<file path="config.mk">
export PLATFORM = sky130hd
export DESIGN_NAME = serdac_cmd_if
export DESIGN_NICKNAME = d
export VERILOG_FILES = /design/src/rtl/serdac_pkg.sv /design/src/rtl/serdac_sync.sv /design/src/rtl/serdac_shifter.sv /design/src/rtl/serdac_decode.sv /design/src/rtl/serdac_cmd_if.sv
export SDC_FILE = /design/constraint.sdc
export NUM_CORES = 1
export LEC_CHECK = 0
export BUFFER_PORTS_ARGS = -buffer_cell sky130_fd_sc_hd__buf_2
export CAP_MARGIN = 20
export CORE_MARGIN = 5
export CORE_UTILIZATION = 52
export CTS_CLUSTER_DIAMETER = 120
export DETAILED_ROUTE_END_ITERATION = 7
export GPL_ROUTABILITY_DRIVEN = 0
export PLACE_DENSITY = 0.76
export SLEW_MARGIN = 20
export SYNTH_ARGS = -nofsm -noshare
export SYNTH_HDL_FRONTEND = slang
export SYNTH_SLANG_ARGS = --single-unit
</file>
<file path="constraint.sdc">
create_clock -name clk -period 2.2 [get_ports clk]
set_clock_uncertainty 0.2 [all_clocks]
set_input_delay 0.44 -clock clk [delete_from_list [all_inputs] [get_ports clk]]
set_output_delay 0.44 -clock clk [all_outputs]
set_load 0.02 [all_outputs]
</file>
<file path="src/rtl/serdac_pkg.sv">
package serdac_pkg;
  localparam int FRAME_W = 16;
  localparam int OP_W    = 4;
  localparam int CNT_W   = $clog2(FRAME_W);

  typedef enum logic [1:0] {
    TERM_DRIVE = 2'b00,
    TERM_FLOAT = 2'b01,
    TERM_R1K   = 2'b10,
    TERM_R100K = 2'b11
  } term_e;

  localparam logic [OP_W-1:0] OP_LOAD = 4'h0;
  localparam logic [OP_W-1:0] OP_TERM = 4'hF;
endpackage

</file>
<file path="src/rtl/serdac_sync.sv">
module serdac_sync #(
  parameter int             W       = 1,
  parameter int             STAGES  = 2,
  parameter logic [W-1:0]   RST_VAL = '0
) (
  input  logic         clk,
  input  logic         rst_n,
  input  logic [W-1:0] d,
  output logic [W-1:0] q
);
  logic [W-1:0] stg_q [STAGES];

  always_ff @(posedge clk or negedge rst_n) begin
    if (!rst_n) stg_q[0] <= RST_VAL;
    else        stg_q[0] <= d;
  end

  for (genvar i = 1; i < STAGES; i++) begin : g_stage
    always_ff @(posedge clk or negedge rst_n) begin
      if (!rst_n) stg_q[i] <= RST_VAL;
      else        stg_q[i] <= stg_q[i-1];
    end
  end

  assign q = stg_q[STAGES-1];
endmodule

</file>
<file path="src/rtl/serdac_shifter.sv">
module serdac_shifter
  import serdac_pkg::*;
(
  input  logic               clk,
  input  logic               rst_n,
  input  logic               cs_n_s,
  input  logic               sclk_s,
  input  logic               sdin_s,
  output logic [FRAME_W-1:0] word_o,
  output logic               word_vld_o
);
  logic               sclk_prev_q;
  logic [CNT_W-1:0]   cnt_q, cnt_d;
  logic [FRAME_W-1:0] shreg_q, shreg_d;
  logic               locked_q, locked_d;
  logic               vld_q, vld_d;
  logic               fall, take;

  assign fall = sclk_prev_q & ~sclk_s;
  assign take = fall & ~cs_n_s & ~locked_q;

  always_comb begin
    cnt_d    = cnt_q;
    shreg_d  = shreg_q;
    locked_d = locked_q;
    vld_d    = 1'b0;
    if (cs_n_s) begin
      cnt_d    = '0;
      locked_d = 1'b0;
    end else if (take) begin
      shreg_d = {shreg_q[FRAME_W-2:0], sdin_s};
      if (cnt_q == CNT_W'(FRAME_W - 1)) begin
        cnt_d    = '0;
        locked_d = 1'b1;
        vld_d    = 1'b1;
      end else begin
        cnt_d = cnt_q + 1'b1;
      end
    end
  end

  always_ff @(posedge clk or negedge rst_n) begin
    if (!rst_n) begin
      sclk_prev_q <= 1'b0;
      cnt_q       <= '0;
      shreg_q     <= '0;
      locked_q    <= 1'b0;
      vld_q       <= 1'b0;
    end else begin
      sclk_prev_q <= sclk_s;
      cnt_q       <= cnt_d;
      shreg_q     <= shreg_d;
      locked_q    <= locked_d;
      vld_q       <= vld_d;
    end
  end

  assign word_o     = shreg_q;
  assign word_vld_o = vld_q;


  idle_clear_chk: assert property (@(posedge clk) disable iff (!rst_n)
    cs_n_s |=> (cnt_q == '0 && !vld_q));


  lock_hold_chk: assert property (@(posedge clk) disable iff (!rst_n)
    (locked_q && !cs_n_s) |=> !vld_q);


  vld_locks_chk: assert property (@(posedge clk) disable iff (!rst_n)
    vld_q |-> locked_q);
endmodule

</file>
<file path="src/rtl/serdac_decode.sv">
module serdac_decode
  import serdac_pkg::*;
#(
  parameter int DATA_W = 12
) (
  input  logic               clk,
  input  logic               rst_n,
  input  logic [FRAME_W-1:0] word_i,
  input  logic               word_vld_i,
  output logic [DATA_W-1:0]  dac_code_o,
  output term_e              term_o
);
  localparam int PAY_W = FRAME_W - OP_W;

  logic [FRAME_W-1:0] in_q, in_d;
  logic               lat_vld_q;
  logic [DATA_W-1:0]  code_q, code_d;
  term_e              term_q, term_d;
  logic [OP_W-1:0]    op;
  logic [DATA_W-1:0]  field;
  logic [1:0]         sel;

  assign op  = in_q[FRAME_W-1 -: OP_W];
  assign sel = in_q[1:0];

  if (DATA_W == PAY_W) begin : g_full
    assign field = in_q[PAY_W-1:0];
  end else begin : g_left
    assign field = in_q[PAY_W-1 -: DATA_W];
  end

  always_comb begin
    in_d = word_vld_i ? word_i : in_q;
  end

  always_comb begin
    code_d = code_q;
    term_d = term_q;
    if (lat_vld_q) begin
      case (op)
        OP_LOAD: code_d = field;
        OP_TERM: term_d = term_e'(sel);
        default: ;
      endcase
    end
  end

  always_ff @(posedge clk or negedge rst_n) begin
    if (!rst_n) begin
      in_q      <= '0;
      lat_vld_q <= 1'b0;
      code_q    <= '0;
      term_q    <= TERM_DRIVE;
    end else begin
      in_q      <= in_d;
      lat_vld_q <= word_vld_i;
      code_q    <= code_d;
      term_q    <= term_d;
    end
  end

  assign dac_code_o = code_q;
  assign term_o     = term_q;


  load_code_chk: assert property (@(posedge clk) disable iff (!rst_n)
    (lat_vld_q && op == OP_LOAD) |=> (code_q == $past(field) && $stable(term_q)));


  term_set_chk: assert property (@(posedge clk) disable iff (!rst_n)
    (lat_vld_q && op == OP_TERM) |=> (term_q == term_e'($past(sel)) && $stable(code_q)));


  bad_op_chk: assert property (@(posedge clk) disable iff (!rst_n)
    (lat_vld_q && op != OP_LOAD && op != OP_TERM) |=> ($stable(code_q) && $stable(term_q)));


  quiet_chk: assert property (@(posedge clk) disable iff (!rst_n)
    !lat_vld_q |=> ($stable(code_q) && $stable(term_q)));
endmodule

</file>
<file path="src/rtl/serdac_cmd_if.sv">
module serdac_cmd_if
  import serdac_pkg::*;
#(
  parameter int DATA_W      = 12,
  parameter int SYNC_STAGES = 2
) (
  input  logic              clk,
  input  logic              rst_n,
  input  logic              cs_n_i,
  input  logic              sclk_i,
  input  logic              sdin_i,
  output logic [DATA_W-1:0] dac_code_o,
  output logic [1:0]        out_mode_o
);
  logic               rst_n_s;
  logic [2:0]         pins_s;
  logic [FRAME_W-1:0] word;
  logic               word_vld;
  term_e              term;

  serdac_sync #(.W(1), .STAGES(2), .RST_VAL(1'b0)) u_rst_sync (
    .clk   (clk),
    .rst_n (rst_n),
    .d     (1'b1),
    .q     (rst_n_s)
  );

  serdac_sync #(.W(3), .STAGES(SYNC_STAGES), .RST_VAL(3'b100)) u_pin_sync (
    .clk   (clk),
    .rst_n (rst_n_s),
    .d     ({cs_n_i, sclk_i, sdin_i}),
    .q     (pins_s)
  );

  serdac_shifter u_shift (
    .clk        (clk),
    .rst_n      (rst_n_s),
    .cs_n_s     (pins_s[2]),
    .sclk_s     (pins_s[1]),
    .sdin_s     (pins_s[0]),
    .word_o     (word),
    .word_vld_o (word_vld)
  );

  serdac_decode #(.DATA_W(DATA_W)) u_dec (
    .clk        (clk),
    .rst_n      (rst_n_s),
    .word_i     (word),
    .word_vld_i (word_vld),
    .dac_code_o (dac_code_o),
    .term_o     (term)
  );

  assign out_mode_o = term;
endmodule

</file>
After elaboration in Yosys (flattened, before gate mapping)
Index checks and enable logic that the tools add are counted.
{ "word_totals": {"ff_bits": 62, "wordCells": 38, "output_inout_bits": 14, "inputBits": 5} }
{ "classes": {"n_eq_ne": 2, "bitwise_logic": 6, "reduce_logical": 7, "add_sub_neg": 1, "n_mux": 9} }
{ "op_table": {"columns": ["operator", "n"], "rows": [
  ["4-bit two-way mux", 3],
  ["4-bit == test, second input constant", 2],
  ["2-bit AND reduction", 4],
  ["1-bit two-way mux", 6],
  ["4-bit by 1-bit adder with 4-bit output, second input constant", 1],
  ["4-bit zero test", 1],
  ["2-bit nonzero test", 2],
  ["1-bit bitwise AND", 3],
  ["1-bit inverter", 3]
]} }

Depth between registers and ports, before layout
Gate-level depths: netlist (run 1).
{ "depth": {"word_depth": 6, "ltp_mapped": 5, "mapped_depth_nobuf": 4} }

Hierarchy
From an unflattened synthesis (run 1), not the netlist that was laid out.
{ "unflattened": {"cells_unflattened": 141, "hier_area_um2": 2338.5} }
{ "modules_own_cells": {"columns": ["mod", "area_per_inst_um2", "seq_area_each_um2", "instances", "cells_per_inst"], "rows": [
  ["serdac_decode", 1182.4, 775.7, 1, 68],
  ["serdac_shifter", 927.1, 575.6, 1, 61],
  ["serdac_sync at u_pin_sync", 175.2, 152.6, 1, 9],
  ["serdac_sync at u_rst_sync", 50.0, 50.0, 1, 2],
  ["serdac_cmd_if", 3.8, 0.0, 1, 1]
]} }

Worst setup path after synthesis (run 1)
Ideal clock, no wire load.
{ "synth_timing": {"path_type": "register -> register", "from": "reg u_dec.in_q[12]", "to": "reg u_dec.code_q[10], in the netlist u_dec.dac_code_o[10]", "slack_ps": 546, "path_buffers": 1, "setup_time_ps": 125, "required_time_ps": 1875, "path_stages_with_launch": 5, "t_arrival_ps": 1330, "synth_period_minus_slack_ps": 1654, "path_cell_list": "dfrtp_1 nor4_1 and2_1 buf_2 mux2_2"} }
{ "synth_via": {"elab_chain_cells": 2} }
{ "synth_lines": {"columns": ["element", "line_no", "source"], "rows": [
  ["start: declaration", "serdac_decode.sv:15", "logic [FRAME_W-1:0] in_q, in_d;"],
  ["start signal: assignment", "serdac_decode.sv:55", "in_q <= in_d;"],
  ["4-bit zero test", "serdac_decode.sv:40", "case (op)"],
  ["2-bit AND reduction (no line)", null, null],
  ["end signal: assignment", "serdac_decode.sv:57", "code_q <= code_d;"],
  ["end: declaration", "serdac_decode.sv:17", "logic [DATA_W-1:0] code_q, code_d;"]
]} }
Every way passes these cells.
A chain may end at the register's enable or synchronous reset.

Final worst setup path (run 1)
{ "layout_timing": {"from": "reg u_pin_sync.stg_q (netlist bit u_pin_sync.q[1])", "to": "reg u_shift.cnt_q[3]"} }
{ "layout_via": {"elab_chain_cells": 5} }
{ "layout_lines": {"columns": ["element", "line_no", "source"], "rows": [
  ["start: declaration", "serdac_sync.sv:11", "logic [W-1:0] stg_q [STAGES];"],
  ["start signal: indexed assignment", "serdac_sync.sv:21", "else stg_q[i] <= stg_q[i-1];"],
  ["1-bit inverter", "serdac_shifter.sv:19", "assign fall = sclk_prev_q & ~sclk_s;"],
  ["1-bit bitwise AND", "serdac_shifter.sv:19", null],
  ["1-bit bitwise AND (2 in series)", "serdac_shifter.sv:20", "assign take = fall & ~cs_n_s & ~locked_q;"],
  ["2-bit nonzero test (no line)", null, null],
  ["end signal: assignment", "serdac_shifter.sv:51", "cnt_q <= cnt_d;"],
  ["end: declaration", "serdac_shifter.sv:13", "logic [CNT_W-1:0] cnt_q, cnt_d;"]
]} }
Every way passes these cells.

==> results of run 1 <==
-- state kept, by name, indices dropped and copies added, names as in the netlist --
name / count
u_shift.word_o: 16
u_shift.cnt_q: 4
u_pin_sync.q: 3
u_shift.word_vld_o: 1
u_dec.in_q: 16
u_rst_sync.q: 1
u_dec.lat_vld_q: 1
u_rst_sync.stg_q: 1
u_dec.term_o: 2
u_dec.dac_code_o: 12
u_shift.sclk_prev_q: 1
u_pin_sync.stg_q: 3
u_shift.locked_q: 1
-- per-stage QoR --
stage	util	setup slack (ns)	cells	power (mW)	cell area, um2
final	0.6343	0.4198	264	2.396	2724
after CTS	0.6343	0.4123	264	2.418	2724
after floorplan	-	0.1494	174	1.287	2262
after global placement	0.5708	0.4973	243	1.315	2451
after global routing	0.6343	0.3699	264	2.490	2724
after detailed placement	0.5708	0.4249	243	1.321	2451
-- logic make-up (layout without fill, tap and decap cells) --
family | Yosys count | in the layout | synth area share
AO/OA/AOI/OAI | 4 | 4 | 0.01106
adder cells (fa/ha/maj) | 1 | 1 | 0.005530
buffers and inverters | 9 | 47 | 0.01715
flip-flops | 62 | 62 | 0.6869
multiplexers | 31 | 31 | 0.1538
other | 1 | 1 | 0.001658
AND/OR/NAND/NOR | 66 | 66 | 0.1239
-- power by group --
group	leakage [nW]	switching, mW	internal, mW
sequential	0.836	0.0369	1.19
combinational	0.496	0.0503	0.0336
clock	0.108	0.423	0.664
total	1.44	0.511	1.89
-- final cells by class --
type	instances	area (um2)	share of cell area
clock buffers	10	137.6	0.05053
clock inverters	6	85.08	0.03124
inverters	2	7.507	0.002756
multi-input cells	103	675.6	0.2480
flip-flops and latches	62	1555	0.5710
well taps	52	65.06	0.02389
repair buffers	29	197.7	0.07258
-- path summary, 6_finish.rpt --
kind                                          to  slack, ns
worst max-delay path            u_shift.cnt_q[3]       0.42
worst min-delay path             u_pin_sync.q[2]       0.09
worst max register to register  u_shift.cnt_q[3]       0.42
worst min register to register   u_pin_sync.q[2]       0.09
max in group asynchronous       u_shift.cnt_q[1]       0.82
min in group clk                    u_rst_sync.q       0.15
-- metal layers --
metal	track usage	vias to the layer above	share of wire
met2	0.2312	21	0.49
li1	-	644	-
met3	0.05450	10	0.041
met1	0.1852	669	0.44
met4	0.07829	0	0.022
met5	0	-	0
-- timing repair --
| action | CTS | global route |
|---|---|---|
| resized for setup | 0 | 0 |
| hold buffers | 5 | 0 |
| hold endpoints to repair | 15 | 0 |
-- cell usage in the layout, fill, tap and decap left out, drive strengths merged, types with 2 or more instances in the layout --
master and n:
clkinv 2, nand2 52, bufinv 2, nand3 5
dfrtp 60, clkinvlp 2, mux2 30, dfstp 2
nand2b 2, buf 24, inv 2, dlygate4sd3 5
clkbuf 10
==> impl_results.md, run 1 <==
* CP Cell Sequence: or4b_1 > or3_1 > a31oi_1
* Peak supply drop at 0.5304 mV
* CTS tree: done
* Routed Antenna Nets at 0
* Warnings, synthesis at 0
* Synth-to-Final Area Change at 20.41%
* Final Hold Viols at 0
* H-tree Lvls at 3
* Sequential area share after synthesis at 0.6869
* Crit path max-delay cell type: or4b_1
* WP data arrival at 1.83 ns
* CP Capture Type: flip-flop
* Skew-Pair Late Insertion Delay at 0.33 ns
* Initial Util at 0.5268
* CTS Root Cell: clkbuf_8
* Largest net degree at the start of global routing at 32
* Critical path origin: u_pin_sync.q[1]
* Top-count cell post-synth: dfrtp_1
* Worst setup SP type: flip-flop
* Worst EP required at approximately 2.3 ns
* DR vias/cell at 5.091
* Slew of the pin with the lowest slew margin at between 0.6 and 0.7 ns
* Setup violators final at 0
* Post-synth EDFFs at 0
* Leak pwr at 1.440 nW
* I/O Pins at 19
* Per-cell routed wire length at around 14 um
* Via count at approximately 1.3k
* Hold Crit Class: flip-flop to async pin
* Total Routing Usage GR at 0.1504
* Critical path class: flip-flop to flip-flop
* Detailed Place HPWL at around 2500 um
* Slew Viols, Final at 0
* Critical R2R Launch: u_pin_sync.q[1]
* CTS clk-pin slew, worst paths at 0.07 ns
* Post-synthesis cell count at 174
* Min Hold Slack at 0.09097 ns
* Max Cap Violations at 0
* Yosys cell types at 23
* Synth Flop Type: dfrtp_1
* Vias in the first global route at roughly 1.4k
* Final min period at ~1.8 ns
* Crit. path cell count at 3
* # diodes at 0
* Synth area leaders: dfrtp_1 66%, mux2_2 15%, nand2_1 8.6%, dfstp_2 2.3%, nand3_1 1.1%
* Fillers at 342
* CTS sink cnt at 62
* Dominant cell type by area after synthesis: dfrtp_1
* Congestion Overflow GR at 0
* Max incr delay on CP at 0.56 ns
* Rel. slew slack at 0.5341
* RSZ-0062 raised after global routing: false
* Asr flop ratio synth at 1.000
* Largest fanout on the critical path at 3
* Core ar. at 4294 um2
* Power Density at 879.6 nW/um2
* Routed Wire Length at 3825 um
* Die X at 75.96 um
* Crit-path leading delay family: simple AND/OR/NAND/NOR gates
* Nets@finish at 213
* # port buffers at 18
* Top post-synthesis cells by count: 60 x dfrtp_1, 52 x nand2_1, 30 x mux2_2
* DRC viols at 0
* Bufs and invs on worst path at 0
* Initial antenna violation count at 0
* Synth Cell Area at about 2300 um2
* Status: finished, final reports clean
* Total CTS buffers at 9
* Post-CTS repair timing setup buffer count at 0
* Share of layout cells above drive strength 1 at 0.3491
* Synthesis-stage register bit count at 62
* Post-Syn Area per Cell at about 13 um2
* Die Ht at about 76 um
* TNS Setup at 0 ns
* Post-route clock period utilization at 0.8092
* R2r worst-path depth at 3
* Global-route wire length before repair at 6748 um
* Max clock buf depth at 2
* Share of the synthesized area in the top cell type at 0.6637
* Mapped Nets at 180
* Iter 0 DRT Violations at 99
* Fmax at 561.7 MHz
* # rows at 24
* Drt pass-1 iters at 4
* Total Die Area at 5769 um2
Note: power is estimated with default switching activity, not from simulation.
==> inputs of run 2 (changes only) <==
PLACE_DENSITY = 0.73   (was 0.76)
clock period = 1.76 ns   (was 2.2 ns; I/O delays follow)
==> impl_results.md, run 2 (synthesis results as in run 1) <==
* Power Density at 1124 nW/um2
* H-tree Lvls at 3
* Peak supply drop at 1.281 mV
* CTS clk-pin slew, worst paths at 0.07 ns
* Routed Antenna Nets at 0
* Sequential power share at 0.487
* Bufs and invs on worst path at 0
* Die X at 75.96 um
* Final min period at 1.717 ns
* Sw Share at 0.2015
* Min Hold Slack at 0.07161 ns
* Congestion Overflow GR at 0
* WP data arrival at 1.76 ns
* Critical path class: flip-flop to flip-flop
* Die Ht at 75.96 um
* Largest net degree at the start of global routing at 61
* # port buffers at 18
* Setup violators final at 0
* Initial Util at 0.5268
* Iter 0 DRT Violations at 98
* Post-CTS repair timing setup buffer count at 0
* RSZ-0062 raised after global routing: false
* Post-place instance area at 2491 um2
* Share of layout cells above drive strength 1 at 0.3709
* Initial antenna violation count at 0
* Pre-CTS WS at 0.01388 ns
* Comb power frac at 0.035
* Per-cell routed wire length at 14.25 um
* Routed Wire Length at between 3000 and 4000 um
* CP Capture Type: flip-flop
* Leak pwr at 1.474 nW
* Switching pwr at 632.0 uW
* Max Cap Violations at 0
* DRC viols at 0
* Clock share of power at 0.479
* Vias in the first global route at 1467
* CP Cell Sequence: or4b_4 > or3_1 > a31oi_1
* Skew-Pair Late Insertion Delay at 0.33 ns
* Total power at 3.136 mW
* Crit path max-delay cell type: or4b_4
* Synth-to-Final Area Change at 23.34%
* CTS tree: done
* TNS Setup at 0 ns
* Nets@finish at 214
* Global-route wire length before repair at 6734 um
* Via count at around 1.3k
* DR vias/cell at 5.038
* Critical R2R Launch: u_pin_sync.q[1]
* Detailed Place HPWL at 2445 um
* Final Hold Viols at 0
* Max incr delay on CP at 0.54 ns
* Worst EP required at 1.81 ns
* Most common cell after layout, fill and taps aside: dfrtp_1
* Worst setup SP type: flip-flop
* Placed cell count at 245
* Crit-path leading delay family: simple AND/OR/NAND/NOR gates
* I/O Pins at 19
* Final worst slack at 0.04255 ns
* CTS sink cnt at 62
* Fmax at between 500 and 600 MHz
* Design Area, Final at 2790 um2
* Core ar. at 4294 um2
* Slew Viols, Final at 0
* Drt pass-1 iters at 4
* Critical path origin: u_pin_sync.q[1]
* Status: finished, final reports clean
* Hold Crit Class: flip-flop to async pin
* Total Die Area at ~5800 um2
* # diodes at 0
* CTS Root Cell: clkbuf_8
* Max clock buf depth at 2
* Non-filler cells, final at 265
* Commonest cells after routing, fill and taps aside: 59 x dfrtp_1, 52 x nand2_1, 30 x mux2_2
* Total Routing Usage GR at 0.1457
* # rows at 24
* Largest fanout on the critical path at 3
* Internal Power at 2.504 mW
* Fin util at 0.6498
* Post-route clock period utilization at 0.9758
* Total CTS buffers at 9
## run 2: area by class of cell
cell class / count / area (um2)
clock buffers: 10 / 137.6
fillers: 307 / 1504
repair buffers: 30 / 227.7
well taps: 52 / 65.06
multi-input cells: 103 / 688.2
clock inverters: 6 / 108.9
flip-flops and latches: 62 / 1555
inverters: 2 / 7.507
## run 2: power groups by stage
stage                     Combinational [mW]  Clock, mW  Sequential [mW]
final                                  0.108       1.50             1.53
after floorplan                       0.0503          0             1.56
after CTS                              0.112       1.54             1.53
after global routing                   0.126       1.60             1.53
after detailed placement               0.104          0             1.55
after global placement                0.0976          0             1.55
## run 2: per-layer routing
metal,wire length (um),up-vias,track usage,part of all wire
met5,0,-,0,0
met3,153,7,0.04976,0.041
met4,69,0,0.06406,0.018
li1,-,637,-,-
met1,1684,671,0.1768,0.45
met2,1869,20,0.2346,0.50
## run 2: worst reg2reg max path, cell delays in order, from the launching register on
cell and delay, ns:
dfrtp_1 0.41, or4b_4 0.54, or3_1 0.36, a31oi_1 0.13
## run 2: repair_timing
item,4_1_cts,5_1_grt
hold endpoints to repair,5,0
gates cloned,0,0
hold buffers,4,0
pin swaps,0,2
resized for setup,1,2
endpoints found under the setup margin,1,11
## run 2: worst paths after layout
| check | endpoint | slack [ns] | cells after the start |
|---|---|---|---|
| setup reg to reg | u_shift.cnt_q[3] | 0.04 | 3 |
| setup / recovery | u_shift.cnt_q[3] | 0.04 | 3 |
| min in group clk | u_pin_sync.q[0] | 0.15 | 0 |
| hold / removal | u_shift.word_o[15] | 0.07 | 1 |
| max in group asynchronous | u_pin_sync.q[2] | 1.00 | 1 |
| hold reg to reg | u_shift.word_o[15] | 0.07 | 1 |
==> inputs of run 3 (changes only) <==
CORE_UTILIZATION = 57   (was 52)
PLACE_DENSITY = 0.79   (was 0.73)
==> impl_results.md, run 3 (synthesis results as in run 1) <==
* Initial antenna violation count at 0
* Setup violators final at 0
* Total Die Area at 5328 um2
* Core ar. at 3744 um2
* Commonest cells after routing, fill and taps aside: 59 x dfrtp_1, 52 x nand2_1, 30 x mux2_2
* Per-cell routed wire length at 14.63 um
* Final Hold Viols at 0
* Worst setup SP type: flip-flop
* Largest fanout on the critical path at 7
* Fmax at 594.5 MHz
* CTS sink cnt at 62
* Worst EP required at 1.76 ns
* WP data arrival at about 1.7 ns
* Status: finished, final reports clean
* Power Density at 1031 nW/um2
* TNS Setup at 0 ns
* Routed Wire Length at approximately 3800 um
* CTS tree: done
* Post-route clock period utilization at 0.9557
* Critical path class: flip-flop to flip-flop
* Fillers at 276
* Iter 0 DRT Violations at 95
* Hold Crit Class: flip-flop to async pin
* Switching pwr at about 600 uW
* CTS Root Cell: clkbuf_8
* Global-route wire length before repair at 6430 um
* Sw Share at 0.2127
* RSZ-0062 raised after global routing: false
* Total Routing Usage GR at 0.1609
* Clock share of power at 0.411
* Largest net degree at the start of global routing at 34
* Total CTS buffers at 9
* Slew Viols, Final at 0
* Skew-Pair Late Insertion Delay at 0.32 ns
* I/O Pins at 19
* Initial Util at 0.6043
* Placed cell count at approximately 240
* Detailed Place HPWL at approximately 2400 um
* Synth-to-Final Area Change at 19.03%
* Comb power frac at 0.039
* Most common cell after layout, fill and taps aside: dfrtp_1
* Max clock buf depth at 2
* Routed Antenna Nets at 0
* Critical R2R Launch: u_dec.in_q[12]
* DR vias/cell at approximately 5.3
* Peak supply drop at 0.7628 mV
* Leak pwr at 1.437 nW
* DRC viols at 0
* # diodes at 0
* Share of layout cells above drive strength 1 at 0.3568
* Via count at 1383
* Non-filler cells, final at approximately 260
* Die Ht at between 70 and 80 um
* CP Capture Type: flip-flop
* Die X at 73.00 um
* Final min period at 1.682 ns
* Internal Power at 2.186 mW
* Congestion Overflow GR at 0
* Nets@finish at about 220
* Max Cap Violations at 0
* Drt pass-1 iters at 5
* Critical path origin: u_dec.in_q[12]
* Vias in the first global route at approximately 1.4k
* CTS clk-pin slew, worst paths at 0.07 ns
* # port buffers at 18
* # rows at 22
* Sequential power share at 0.551
* H-tree Lvls at 3
-- run 3: final cells by class --
| class | instances | area (um2) | share of cell area |
|---|---|---|---|
| Timing Repair Buffer | 31 | 197.7 | 0.07342 |
| Tap cell | 48 | 60.06 | 0.02230 |
| Inverter | 2 | 7.507 | 0.002788 |
| Sequential cell | 62 | 1555 | 0.5776 |
| Multi-Input combinational cell | 103 | 685.7 | 0.2546 |
| Clock buffer | 15 | 186.4 | 0.06924 |
-- run 3: critical path, stage by stage, from the launching register on --
cell     delay (ns)
dfrtp_1        0.40
nor4_2         0.26
and2_1         0.18
buf_4          0.18
mux2_2         0.35
-- run 3: repair_timing --
action	CTS	global route
hold endpoints to repair	5	0
setup buffers	0	1
resized for setup	0	2
setup endpoints to repair	0	8
hold buffers	4	0
-- run 3: path summary, 6_finish.rpt --
path	depth (start not counted)	end	slack, ns
min in group clk	0	u_pin_sync.q[0]	0.15
setup reg to reg	4	u_dec.dac_code_o[8]	0.08
hold reg to reg	1	u_shift.word_o[2]	0.07
hold / removal	1	u_shift.word_o[2]	0.07
setup / recovery	4	u_dec.dac_code_o[8]	0.08
max in group asynchronous	1	u_shift.word_o[7]	0.96
-- run 3: per-stage QoR --
stage / util / hold WS [ns] / setup slack, ns / power [mW] / area (um2)
after floorplan: - / -0.1436 / 0.1057 / 1.608 / 2263
after global placement: 0.6541 / -0.06165 / 0.06453 / 1.643 / 2449
after detailed placement: 0.6541 / -0.05436 / 0.009488 / 1.652 / 2449
after CTS: 0.7146 / 0.08419 / 0.005589 / 2.800 / 2675
after global routing: 0.7193 / 0.1089 / 0.001855 / 2.879 / 2693
final: 0.7193 / 0.06641 / 0.07804 / 2.777 / 2693
-- run 3: layer usage --
layer | global-route usage | part of all wire | vias up
met2 | 0.2512 | 0.51 | 37
met1 | 0.2111 | 0.44 | 692
met4 | 0.08607 | 0.015 | 0
li1 | - | - | 648
met3 | 0.03306 | 0.037 | 6
met5 | 0 | 0 | -
-- run 3: power groups by stage --
stage | Combinational, mW | Clock (mW) | Sequential (mW)
after floorplan | 0.0503 | 0 | 1.56
after CTS | 0.107 | 1.16 | 1.53
after global routing | 0.127 | 1.22 | 1.54
after global placement | 0.0942 | 0 | 1.55
final | 0.107 | 1.14 | 1.53
after detailed placement | 0.100 | 0 | 1.55
